===== config.mk =====
export PLATFORM = sky130hd
export DESIGN_NAME = stk_seq
export DESIGN_NICKNAME = d
export VERILOG_FILES = /design/src/rtl/stk_pkg.sv /design/src/rtl/stk_step_dec.sv /design/src/rtl/stk_sp_unit.sv /design/src/rtl/stk_frame.sv /design/src/rtl/stk_seq.sv
export SDC_FILE = /design/constraint.sdc
export NUM_CORES = 1
export LEC_CHECK = 0
export ABC_AREA = 1
export BUFFER_PORTS_ARGS = -buffer_cell sky130_fd_sc_hd__buf_2
export CORE_ASPECT_RATIO = 1.75
export CORE_MARGIN = 3
export CORE_UTILIZATION = 54
export DETAILED_ROUTE_END_ITERATION = 12
export GPL_ROUTABILITY_DRIVEN = 0
export MAX_ROUTING_LAYER = met4
export PLACE_DENSITY = 0.92
export SYNTH_ARGS = -nofsm -noshare
export SYNTH_HDL_FRONTEND = slang
export SYNTH_HIERARCHICAL = 1
export SYNTH_SLANG_ARGS = --single-unit

===== constraint.sdc =====
create_clock -name clk -period 3 [get_ports clk]
set_input_delay 0.3 -clock clk [delete_from_list [all_inputs] [get_ports clk]]
set_output_delay 0.3 -clock clk [all_outputs]
set_load 0.005 [all_outputs]

===== src/rtl/stk_pkg.sv =====
package stk_pkg;

  localparam int STEP_W = 4;

  typedef enum logic [2:0] {
    OP_IRQ  = 3'd0,
    OP_RTI  = 3'd1,
    OP_CALL = 3'd2,
    OP_RET  = 3'd3,
    OP_PUSH = 3'd4,
    OP_PULL = 3'd5,
    OP_RSP  = 3'd6,
    OP_NOP  = 3'd7
  } op_e;

  typedef enum logic [1:0] {
    XK_IDLE = 2'd0,
    XK_WR   = 2'd1,
    XK_RD   = 2'd2,
    XK_VEC  = 2'd3
  } xk_e;

  typedef enum logic [2:0] {
    F_PCL  = 3'd0,
    F_PCH  = 3'd1,
    F_X    = 3'd2,
    F_A    = 3'd3,
    F_CCR  = 3'd4,
    F_BYTE = 3'd5
  } fld_e;

  typedef struct packed {
    xk_e  kind;
    fld_e fld;
    logic vec_lo;
    logic wr_pc;
    logic wr_ax;
    logic wr_ccr;
    logic set_i;
    logic emit;
    logic rsp;
    logic last;
  } step_t;

  // Micro-step table: step 0 is a lead cycle, memory transfers follow,
  // and a tail cycle carries the register-file writes.
  function automatic step_t decode_step(input op_e op, input logic [STEP_W-1:0] s);
    step_t t;
    t = '0;
    case (op)
      OP_IRQ: begin
        case (s)
          4'd0: ;
          4'd1: begin t.kind = XK_WR;  t.fld = F_PCL; end
          4'd2: begin t.kind = XK_WR;  t.fld = F_PCH; end
          4'd3: begin t.kind = XK_WR;  t.fld = F_X;   end
          4'd4: begin t.kind = XK_WR;  t.fld = F_A;   end
          4'd5: begin t.kind = XK_WR;  t.fld = F_CCR; end
          4'd6: begin t.kind = XK_VEC; t.fld = F_PCH; end
          4'd7: begin t.kind = XK_VEC; t.fld = F_PCL; t.vec_lo = 1'b1; end
          4'd8: begin t.wr_pc = 1'b1; t.wr_ccr = 1'b1; t.set_i = 1'b1; t.last = 1'b1; end
          default: t.last = 1'b1;
        endcase
      end
      OP_RTI: begin
        case (s)
          4'd0: ;
          4'd1: begin t.kind = XK_RD; t.fld = F_CCR; end
          4'd2: begin t.kind = XK_RD; t.fld = F_A;   end
          4'd3: begin t.kind = XK_RD; t.fld = F_X;   end
          4'd4: begin t.kind = XK_RD; t.fld = F_PCH; end
          4'd5: begin t.kind = XK_RD; t.fld = F_PCL; end
          4'd6: begin t.wr_pc = 1'b1; t.wr_ax = 1'b1; t.wr_ccr = 1'b1; t.last = 1'b1; end
          default: t.last = 1'b1;
        endcase
      end
      OP_CALL: begin
        case (s)
          4'd0: ;
          4'd1: begin t.kind = XK_WR; t.fld = F_PCL; end
          4'd2: begin t.kind = XK_WR; t.fld = F_PCH; end
          4'd3: begin t.wr_pc = 1'b1; t.last = 1'b1; end
          default: t.last = 1'b1;
        endcase
      end
      OP_RET: begin
        case (s)
          4'd0: ;
          4'd1: begin t.kind = XK_RD; t.fld = F_PCH; end
          4'd2: begin t.kind = XK_RD; t.fld = F_PCL; end
          4'd3: begin t.wr_pc = 1'b1; t.last = 1'b1; end
          default: t.last = 1'b1;
        endcase
      end
      OP_PUSH: begin
        case (s)
          4'd0: ;
          4'd1: begin t.kind = XK_WR; t.fld = F_BYTE; t.last = 1'b1; end
          default: t.last = 1'b1;
        endcase
      end
      OP_PULL: begin
        case (s)
          4'd0: ;
          4'd1: begin t.kind = XK_RD; t.fld = F_BYTE; t.emit = 1'b1; t.last = 1'b1; end
          default: t.last = 1'b1;
        endcase
      end
      OP_RSP: begin
        t.rsp  = 1'b1;
        t.last = 1'b1;
      end
      default: t.last = 1'b1;
    endcase
    return t;
  endfunction

endpackage


===== src/rtl/stk_step_dec.sv =====
module stk_step_dec
  import stk_pkg::*;
(
  input  logic              active,
  input  op_e               op,
  input  logic [STEP_W-1:0] step,
  output step_t             st
);

  always_comb begin
    if (active) st = decode_step(op, step);
    else        st = '0;
  end

endmodule


===== src/rtl/stk_sp_unit.sv =====
module stk_sp_unit #(
  parameter int          AW       = 16,
  parameter logic [15:0] SP_RESET = 16'h00FF
) (
  input  logic          clk,
  input  logic          rst_n,
  input  logic          dec,
  input  logic          inc,
  input  logic          rsp,
  output logic [AW-1:0] sp,
  output logic [AW-1:0] sp_next_up
);

  localparam int LOW_W = 8;

  assign sp_next_up = sp + 1'b1;

  always_ff @(posedge clk) begin
    if (!rst_n)   sp <= AW'(SP_RESET);
    else if (rsp) sp <= {sp[AW-1:LOW_W], {LOW_W{1'b1}}};
    else if (dec) sp <= sp - 1'b1;
    else if (inc) sp <= sp_next_up;
  end


  rsp_low_chk: assert property (@(posedge clk) disable iff (!rst_n)
    rsp |=> (sp[LOW_W-1:0] == {LOW_W{1'b1}}) && (sp[AW-1:LOW_W] == $past(sp[AW-1:LOW_W])));


  sp_hold_chk: assert property (@(posedge clk) disable iff (!rst_n)
    !(dec || inc || rsp) |=> $stable(sp));

endmodule


===== src/rtl/stk_frame.sv =====
module stk_frame
  import stk_pkg::*;
#(
  parameter int AW = 16,
  parameter int DW = 8
) (
  input  logic          clk,
  input  logic          rst_n,
  input  logic          load,
  input  logic [AW-1:0] in_pc,
  input  logic [DW-1:0] in_a,
  input  logic [DW-1:0] in_x,
  input  logic [DW-1:0] in_ccr,
  input  logic [AW-1:0] in_tgt,
  input  logic [AW-1:0] in_vec,
  input  logic [DW-1:0] in_byte,
  input  logic          cap,
  input  fld_e          fld,
  input  logic [DW-1:0] cap_data,
  output logic [DW-1:0] push_data,
  output logic [AW-1:0] pc_val,
  output logic [AW-1:0] tgt_val,
  output logic [AW-1:0] vec_val,
  output logic [DW-1:0] a_val,
  output logic [DW-1:0] x_val,
  output logic [DW-1:0] ccr_val
);

  logic [DW-1:0] r_byte;

  always_ff @(posedge clk) begin
    if (!rst_n) begin
      pc_val  <= '0;
      tgt_val <= '0;
      vec_val <= '0;
      a_val   <= '0;
      x_val   <= '0;
      ccr_val <= '0;
      r_byte  <= '0;
    end else if (load) begin
      pc_val  <= in_pc;
      tgt_val <= in_tgt;
      vec_val <= in_vec;
      a_val   <= in_a;
      x_val   <= in_x;
      ccr_val <= in_ccr;
      r_byte  <= in_byte;
    end else if (cap) begin
      case (fld)
        F_PCL:   pc_val[DW-1:0]  <= cap_data;
        F_PCH:   pc_val[AW-1:DW] <= cap_data;
        F_X:     x_val           <= cap_data;
        F_A:     a_val           <= cap_data;
        F_CCR:   ccr_val         <= cap_data;
        default: r_byte          <= cap_data;
      endcase
    end
  end

  always_comb begin
    case (fld)
      F_PCL:   push_data = pc_val[DW-1:0];
      F_PCH:   push_data = pc_val[AW-1:DW];
      F_X:     push_data = x_val;
      F_A:     push_data = a_val;
      F_CCR:   push_data = ccr_val;
      default: push_data = r_byte;
    endcase
  end


  frame_hold_chk: assert property (@(posedge clk) disable iff (!rst_n)
    !(load || cap) |=> $stable(pc_val) && $stable(a_val) && $stable(x_val) && $stable(ccr_val)
                       && $stable(tgt_val) && $stable(vec_val));

endmodule


===== src/rtl/stk_seq.sv =====
module stk_seq
  import stk_pkg::*;
#(
  parameter int          AW        = 16,
  parameter int          DW        = 8,
  parameter logic [15:0] SP_RESET  = 16'h00FF,
  parameter int          IMASK_BIT = 3
) (
  input  logic          clk,
  input  logic          rst_n,
  input  logic          cmd_valid,
  output logic          cmd_ready,
  input  logic [2:0]    cmd_op,
  input  logic [AW-1:0] ctx_pc,
  input  logic [DW-1:0] ctx_a,
  input  logic [DW-1:0] ctx_x,
  input  logic [DW-1:0] ctx_ccr,
  input  logic [AW-1:0] call_target,
  input  logic [AW-1:0] vec_addr,
  input  logic [DW-1:0] push_byte,
  output logic          busy,
  output logic [AW-1:0] sp_out,
  output logic [AW-1:0] mem_addr,
  output logic [DW-1:0] mem_wdata,
  output logic          mem_we,
  output logic          mem_re,
  input  logic [DW-1:0] mem_rdata,
  output logic          pc_wr,
  output logic [AW-1:0] pc_wdata,
  output logic          a_wr,
  output logic [DW-1:0] a_wdata,
  output logic          x_wr,
  output logic [DW-1:0] x_wdata,
  output logic          ccr_wr,
  output logic [DW-1:0] ccr_wdata,
  output logic          pull_valid,
  output logic [DW-1:0] pull_byte
);

  localparam logic [DW-1:0] IMASK = DW'(1) << IMASK_BIT;

  logic              busy_q;
  op_e               op_q;
  logic [STEP_W-1:0] step_q;
  step_t             st;
  logic              accept;
  logic [AW-1:0]     sp;
  logic [AW-1:0]     sp_up;
  logic [DW-1:0]     push_data;
  logic [AW-1:0]     pc_val, tgt_val, vec_val;
  logic [DW-1:0]     ccr_val;
  logic              is_wr, is_rd, is_vec;

  assign cmd_ready = !busy_q;
  assign accept    = cmd_valid && !busy_q;
  assign busy      = busy_q;
  assign sp_out    = sp;

  // Sequence control: opcode and step index held while busy.
  always_ff @(posedge clk) begin
    if (!rst_n) begin
      busy_q <= 1'b0;
      op_q   <= OP_NOP;
      step_q <= '0;
    end else if (accept) begin
      busy_q <= 1'b1;
      op_q   <= op_e'(cmd_op);
      step_q <= '0;
    end else if (busy_q) begin
      if (st.last) busy_q <= 1'b0;
      else         step_q <= step_q + 1'b1;
    end
  end

  stk_step_dec u_dec (
    .active (busy_q),
    .op     (op_q),
    .step   (step_q),
    .st     (st)
  );

  assign is_wr  = (st.kind == XK_WR);
  assign is_rd  = (st.kind == XK_RD);
  assign is_vec = (st.kind == XK_VEC);

  stk_sp_unit #(.AW(AW), .SP_RESET(SP_RESET)) u_sp (
    .clk        (clk),
    .rst_n      (rst_n),
    .dec        (is_wr),
    .inc        (is_rd),
    .rsp        (st.rsp),
    .sp         (sp),
    .sp_next_up (sp_up)
  );

  stk_frame #(.AW(AW), .DW(DW)) u_frame (
    .clk       (clk),
    .rst_n     (rst_n),
    .load      (accept),
    .in_pc     (ctx_pc),
    .in_a      (ctx_a),
    .in_x      (ctx_x),
    .in_ccr    (ctx_ccr),
    .in_tgt    (call_target),
    .in_vec    (vec_addr),
    .in_byte   (push_byte),
    .cap       (is_rd || is_vec),
    .fld       (st.fld),
    .cap_data  (mem_rdata),
    .push_data (push_data),
    .pc_val    (pc_val),
    .tgt_val   (tgt_val),
    .vec_val   (vec_val),
    .a_val     (a_wdata),
    .x_val     (x_wdata),
    .ccr_val   (ccr_val)
  );

  // Memory side: push at SP, pull at SP+1, vector at base or base+1.
  always_comb begin
    mem_addr = '0;
    if (is_wr)       mem_addr = sp;
    else if (is_rd)  mem_addr = sp_up;
    else if (is_vec) mem_addr = vec_val + AW'(st.vec_lo);
  end

  assign mem_we    = is_wr;
  assign mem_re    = is_rd || is_vec;
  assign mem_wdata = is_wr ? push_data : '0;

  // Register-file side.
  assign pc_wr      = st.wr_pc;
  assign pc_wdata   = (op_q == OP_CALL) ? tgt_val : pc_val;
  assign a_wr       = st.wr_ax;
  assign x_wr       = st.wr_ax;
  assign ccr_wr     = st.wr_ccr;
  assign ccr_wdata  = st.set_i ? (ccr_val | IMASK) : ccr_val;
  assign pull_valid = st.emit;
  assign pull_byte  = st.emit ? mem_rdata : '0;


  rw_excl_chk: assert property (@(posedge clk) disable iff (!rst_n)
    !(mem_we && mem_re));


  idle_quiet_chk: assert property (@(posedge clk) disable iff (!rst_n)
    !busy |-> !(mem_we || mem_re || pc_wr || a_wr || x_wr || ccr_wr || pull_valid));


  push_dec_chk: assert property (@(posedge clk) disable iff (!rst_n)
    mem_we |=> sp_out == AW'($past(mem_addr) - 1'b1));


  pull_pre_chk: assert property (@(posedge clk) disable iff (!rst_n)
    (mem_re && is_rd) |-> mem_addr == AW'(sp_out + 1'b1));


  pull_inc_chk: assert property (@(posedge clk) disable iff (!rst_n)
    (mem_re && is_rd) |=> sp_out == $past(mem_addr));


  ready_busy_chk: assert property (@(posedge clk) disable iff (!rst_n)
    busy |-> !cmd_ready);


  no_start_chk: assert property (@(posedge clk) disable iff (!rst_n)
    (!busy && !cmd_valid) |=> !busy);


  imask_set_chk: assert property (@(posedge clk) disable iff (!rst_n)
    (ccr_wr && op_q == OP_IRQ) |-> ccr_wdata[IMASK_BIT]);

endmodule


* After elaboration in Yosys (flattened, before gate mapping)
Cells that the tools add are included.
** Operators by class
- Add/subtract/negate cells :: 4
- $mul :: 0
- Div/mod/pow operators :: 0
- $lt $le $gt $ge :: 0
- Eq/ne operators :: 22
- Shifts and indexed selects :: 0
- Muxes and demuxes :: 55
- Bitwise operators :: 3
- Reduce and logical (&&, ||, !) cells :: 29
** Operator list (number)
- $mux 16 :: 8
- $mux 8 :: 16
- $pmux 8 s5 :: 1
- $pmux 5 s7 :: 1
- $pmux 5 s6 :: 1
- $pmux 5 s5 :: 1
- $add 16x1->16 :: 1
- $add 16x1->16 const B :: 1
- $eq 4x3->1 const B :: 4
- $mux 1 :: 16
- $reduce_and 2->1 :: 8
- $sub 16x1->16 const B :: 1
- $reduce_bool 2->1 :: 7
- $mux 13 :: 1
- $eq 3x2->1 const B :: 4
- $eq 3x3->1 const B :: 4
- $pmux 5 s2 :: 1
- $eq 4x2->1 const B :: 2
- $mux 4 :: 2
- $pmux 4 s2 :: 1
- $reduce_or 2->1 :: 4
- $reduce_or 8->1 :: 1
- $eq 3x1->1 const B :: 2
- $logic_not 3->1 :: 2
- 20 further kinds :: 23
** Word-level totals
- Flip-flop bits (word level) :: 104
- Bits in latches :: 0
- Memory bits (writable) :: 0
- Memory bits (read-only) :: 0
- Input bits :: 94
- Logic and storage cells :: 126
- Memories kept :: 0

* Longest topological paths before layout
- Depth in word-level cells :: 10
- Mapped depth :: 19
- Gate-level depth less buffers :: 17

* Cells and area by module
The synthesis kept the hierarchy.
** By module, submodules not included
- stk_frame :: times used 1, cells each 567, area each 3844.9 sq um, seq. area each 1601.5 sq um
- stk_sp_unit :: times used 1, cells each 257, area each 1463.9 sq um, seq. area each 320.3 sq um
- stk_seq :: times used 1, cells each 274, area each 1440.1 sq um, seq. area each 160.2 sq um
- stk_step_dec :: times used 1, cells each 99, area each 470.5 sq um, seq. area each 0.0 sq um

* Least setup slack after synthesis
OpenSTA, ideal clock, no wires.
- Path type :: register to register
- Start point :: register step_q[3]
- End point :: register u_sp.sp[9]
- Data arrival time :: 2328 ps
- Required time :: 2880 ps
- Path slack :: 552 ps
- Stages on the path, launching flop included :: 16
- Clock period less this slack :: 2448 ps
- Cells stage by stage :: dfxtp_1 inv_2 nand2_1 nor2_1 nand2_1 nand2_1 nor2_1 nor2_1 nor2_2 buf_2 buf_2 nor2_2 nor2_4 inv_1 o21ai_0 a21oi_2
** RTL lines
- start, declared :: line stk_seq.sv:44 : logic [STEP_W-1:0] step_q;
- start signal, assigned :: line stk_seq.sv:71 : else step_q <= step_q + 1'b1;
- end signal, assigned :: line stk_sp_unit.sv:19 : if (!rst_n) sp <= AW'(SP_RESET);
- end signal, assigned :: line stk_sp_unit.sv:20 : else if (rsp) sp <= {sp[AW-1:LOW_W], {LOW_W{1'b1}}};
- end signal, assigned :: line stk_sp_unit.sv:21 : else if (dec) sp <= sp - 1'b1;
- end, declared :: line stk_sp_unit.sv:10 : output logic [AW-1:0] sp,

==> summary.txt <==
Clock network
  – Clock root buffer: clkbuf_16
  – CTS tree: yes
  – Worst-skew pair later-pin latency: 0.35 ns
  – CTS sink cnt: 104
  – Hold-fix buffers at CTS: 0
  – Number of H-tree levels: 3
  – Clock buffer depth: 2
  – Clk pin slew, worst setup/hold paths: 0.07 ns
  – CTS buffer count: 9

Route
  – DRT antenna net count: 0
  – Total number of vias: 8953
  – Drt wl/cell: 16.3 microns
  – DR pass1 iterations: 5
  – Initial DRC Count: 808
  – # DRC: 0
  – Final wirelength: 25.2 mm
  – Vias per cell: 5.79

Final layout
  – Post-Layout Inst Area: 8620 sq um
  – N_diodes: 0
  – Final nets: 1469
  – Share of cells above drive strength 1: 0.234
  – Non-Filler Instances: 1546
  – Area delta synth->final: 19.4%

Critical path
  – Worst r2r src: step_q[3]$_SDFFE_PP0P_
  – CP top delay family: simple AND/OR/NAND/NOR gates
  – Required @ worst endpoint: 2.70 ns
  – CP cell instances: inv_2 > nor3_4 > nand3_1 > a21oi_4 > buf_4 > nand3_2 > o21ai_1 > nor2_1 > nand3_1 > inv_1 > nor2_1 > buf_2
  – Worst Path Max Fanout: 8
  – Worst Setup End Kind: output port
  – Worst Setup Start Kind: flip-flop
  – RR Endpoint: u_sp/sp[9]$_SDFFE_PN0P_
  – Max incr delay on CP: 0.40 ns
  – Slowest CP cell: dfxtp_4
  – Arrival @ worst endpoint: 2.59 ns
  – Worst reg2reg setup slack: 0.46 ns
  – WS Path Type: reg2out
  – Buf/Inv on CP: 4
  – R2R depth: 14

Placement
  – Post-Place Cells: 1522
  – Pre-CTS WS: 0.249 ns
  – Hpwl dp: 18.8 mm
  – Placed cell area: 8210 sq um
  – PortBufs: 190

Timing
  – Slew Limit Fails: 0
  – Max Clk Rate: 346 MHz
  – Final Setup Violations: 0
  – Final setup TNS: 0 ns
  – Worst-Margin Slew: 0.631 ns
  – Clk_skew: 0.00857 ns
  – Fin crit share: 0.963
  – Final worst setup slack: 0.111 ns
  – Final hold vios: 0
  – Clock period minus worst slack: 2.89 ns
  – Slew margin rel.: 0.576

Synthesis
  – Number of flops mapped to enable cells by yosys: 0
  – Asr flop ratio synth: 0
  – Synth unique cells: 42
  – Largest cells by area after synthesis: dfxtp_1 29%, nand2_1 19%, nand3_1 11%, nor2_1 7.6%, inv_1 4.8%
  – Mapped Cells: 1197
  – Syn_nets: 1296
  – Mapped Area: 7220 sq um
  – Synth top area share: 0.288
  – Synth cell count leaders: 373 x nand2_1, 160 x nand3_1, 147 x nor2_1, 104 x dfxtp_1, 93 x inv_1
  – Mean Syn Cell Area: 6.03 sq um
  – Synth Warn #: 6
  – Register area share after synthesis: 0.288
  – Synthesis-stage register bit count: 104
  – Post-synthesis cell type with the largest combined area: dfxtp_1
  – Ys flop type: dfxtp_1
  – Most common cell in the synthesized netlist: nand2_1

GRT
  – Gr usage total: 0.339
  – Largest net degree at the start of global routing: 49
  – Overflow after GRT: 0
  – Vias in the first global route: 8279
  – First-pass GRT wire length: 39.3 mm
  – Initial antenna violation count: 0

Floorplan
  – Die Ht: 159 microns
  – Ports: 191
  – Row count: 55
  – Initial Utilization: 0.555
  – Die span in x: 93.4 microns
  – DIE AREA: 14800 sq um
  – CORE AREA: 13000 sq um

Pwr
  – Worst vdd ir: 0.305 mV
  – Pwr/cell area: 380 nW/um^2
  – Leakage: 0.00434 uW

Min path
  – Hold_sp: cmd_op[1]
  – Hold Path Depth: 3
  – Hold EP: op_q[1]$_SDFFE_PN1P_
  – Min-Delay Path Class: in2reg

Run
  – Max Cap Viol: 0

Status
  – Outcome: finished clean
power breakdown:
group	internal, uW	total (uW)	switching [uW]
combinational	216	594	378
clock	571	1120	553
sequential	1460	1550	91.2
tightest hold or removal path, cell delays in order:
cell and delay [ns]:
buf_2 0.08, nand2_1 0.04, nand3_1 0.05
registers in the layout (all words and copies together) (netlist names), 3 cells and up:
register         cells
op_q                 3
step_q               4
u_frame/a_val        8
u_frame/ccr_val      8
u_frame/pc_val      16
u_frame/r_byte       8
u_frame/tgt_val     16
u_frame/vec_val     16
u_frame/x_val        8
u_sp/sp             16
cell families (layout without fill, tap and decap cells):
group,after synthesis,count (layout),share of synthesized area
buf+inv,167,345,0.105
flops,104,104,0.288
fa+ha+maj,5,5,0.00867
simple gates,759,759,0.466
xor+xnor,12,12,0.0146
compound gates,150,150,0.118
how the worst max path moves through the flow:
stage,cells past startpoint,startpoint,to
2_1_floorplan,15,step_q[3]$_SDFFE_PP0P_,u_sp/sp[9]$_SDFFE_PN0P_
3_3_place_gp,15,step_q[3]$_SDFFE_PP0P_,mem_wdata[3]
3_5_place_dp,16,step_q[3]$_SDFFE_PP0P_,mem_wdata[3]
4_1_cts,16,step_q[3]$_SDFFE_PP0P_,mem_wdata[7]
5_1_grt,12,op_q[0]$_SDFFE_PN1P_,mem_wdata[7]
6_report,12,op_q[0]$_SDFFE_PN1P_,mem_wdata[2]
final cells by class:
type                            count  area [sq um]
Multi-Input combinational cell    926          4430
Fill cell                        1181          4380
Sequential cell                   104          2100
Timing Repair Buffer              221          1190
Inverter                          108           415
Clock buffer                       11           233
Tap cell                          171           214
Clock inverter                      5          41.3
metrics by stage:
step | hold slack [ns] | power [uW] | utilization
floorplan | 0.384 | 1930 | -
global placement | 0.477 | 2140 | 0.631
CTS | 0.146 | 3260 | 0.653
finish | 0.155 | 3270 | 0.663
global route | 0.158 | 3410 | 0.663
detailed placement | 0.478 | 2150 | 0.631
metal layers:
| metal | share of wire | GRT usage | vias up |
|---|---|---|---|
| li1 | - | - | 4215 |
| met1 | 0.33 | 0.350 | 3935 |
| met2 | 0.50 | 0.579 | 644 |
| met3 | 0.086 | 0.0378 | 159 |
| met4 | 0.082 | 0.248 | 0 |
| met5 | 0 | - | - |
layout by cell type, fill, tap and decap left out, types with 3 or more instances in the layout:
cell type	n
buf_2	190
nand4_1	30
nand2_1	371
nand2_2	7
o21ai_1	7
dfxtp_2	4
nand3b_1	3
clkinvlp_4	4
nand4_2	3
o21ai_2	18
clkinv_1	3
dfxtp_4	4
nor2_1	143
clkbuf_16	9
buf_4	30
nor3_1	3
inv_1	91
nand3_2	6
inv_2	11
a21oi_1	64
nor2_2	14
o211ai_1	3
nor2_4	8
nand3_1	160
o2111ai_1	4
xor2_1	10
ha_1	5
o21bai_1	3
dfxtp_1	96
o21ai_0	46
timing repair:
action / in CTS / in global routing
setup endpoints to repair: 8 / 21
gates resized for setup: 7 / 29
hold endpoints to repair: 0 / 0
buffers inserted: 0 / 8
pin swaps: 0 / 3
No activity file was read; power rests on OpenSTA's default activity.
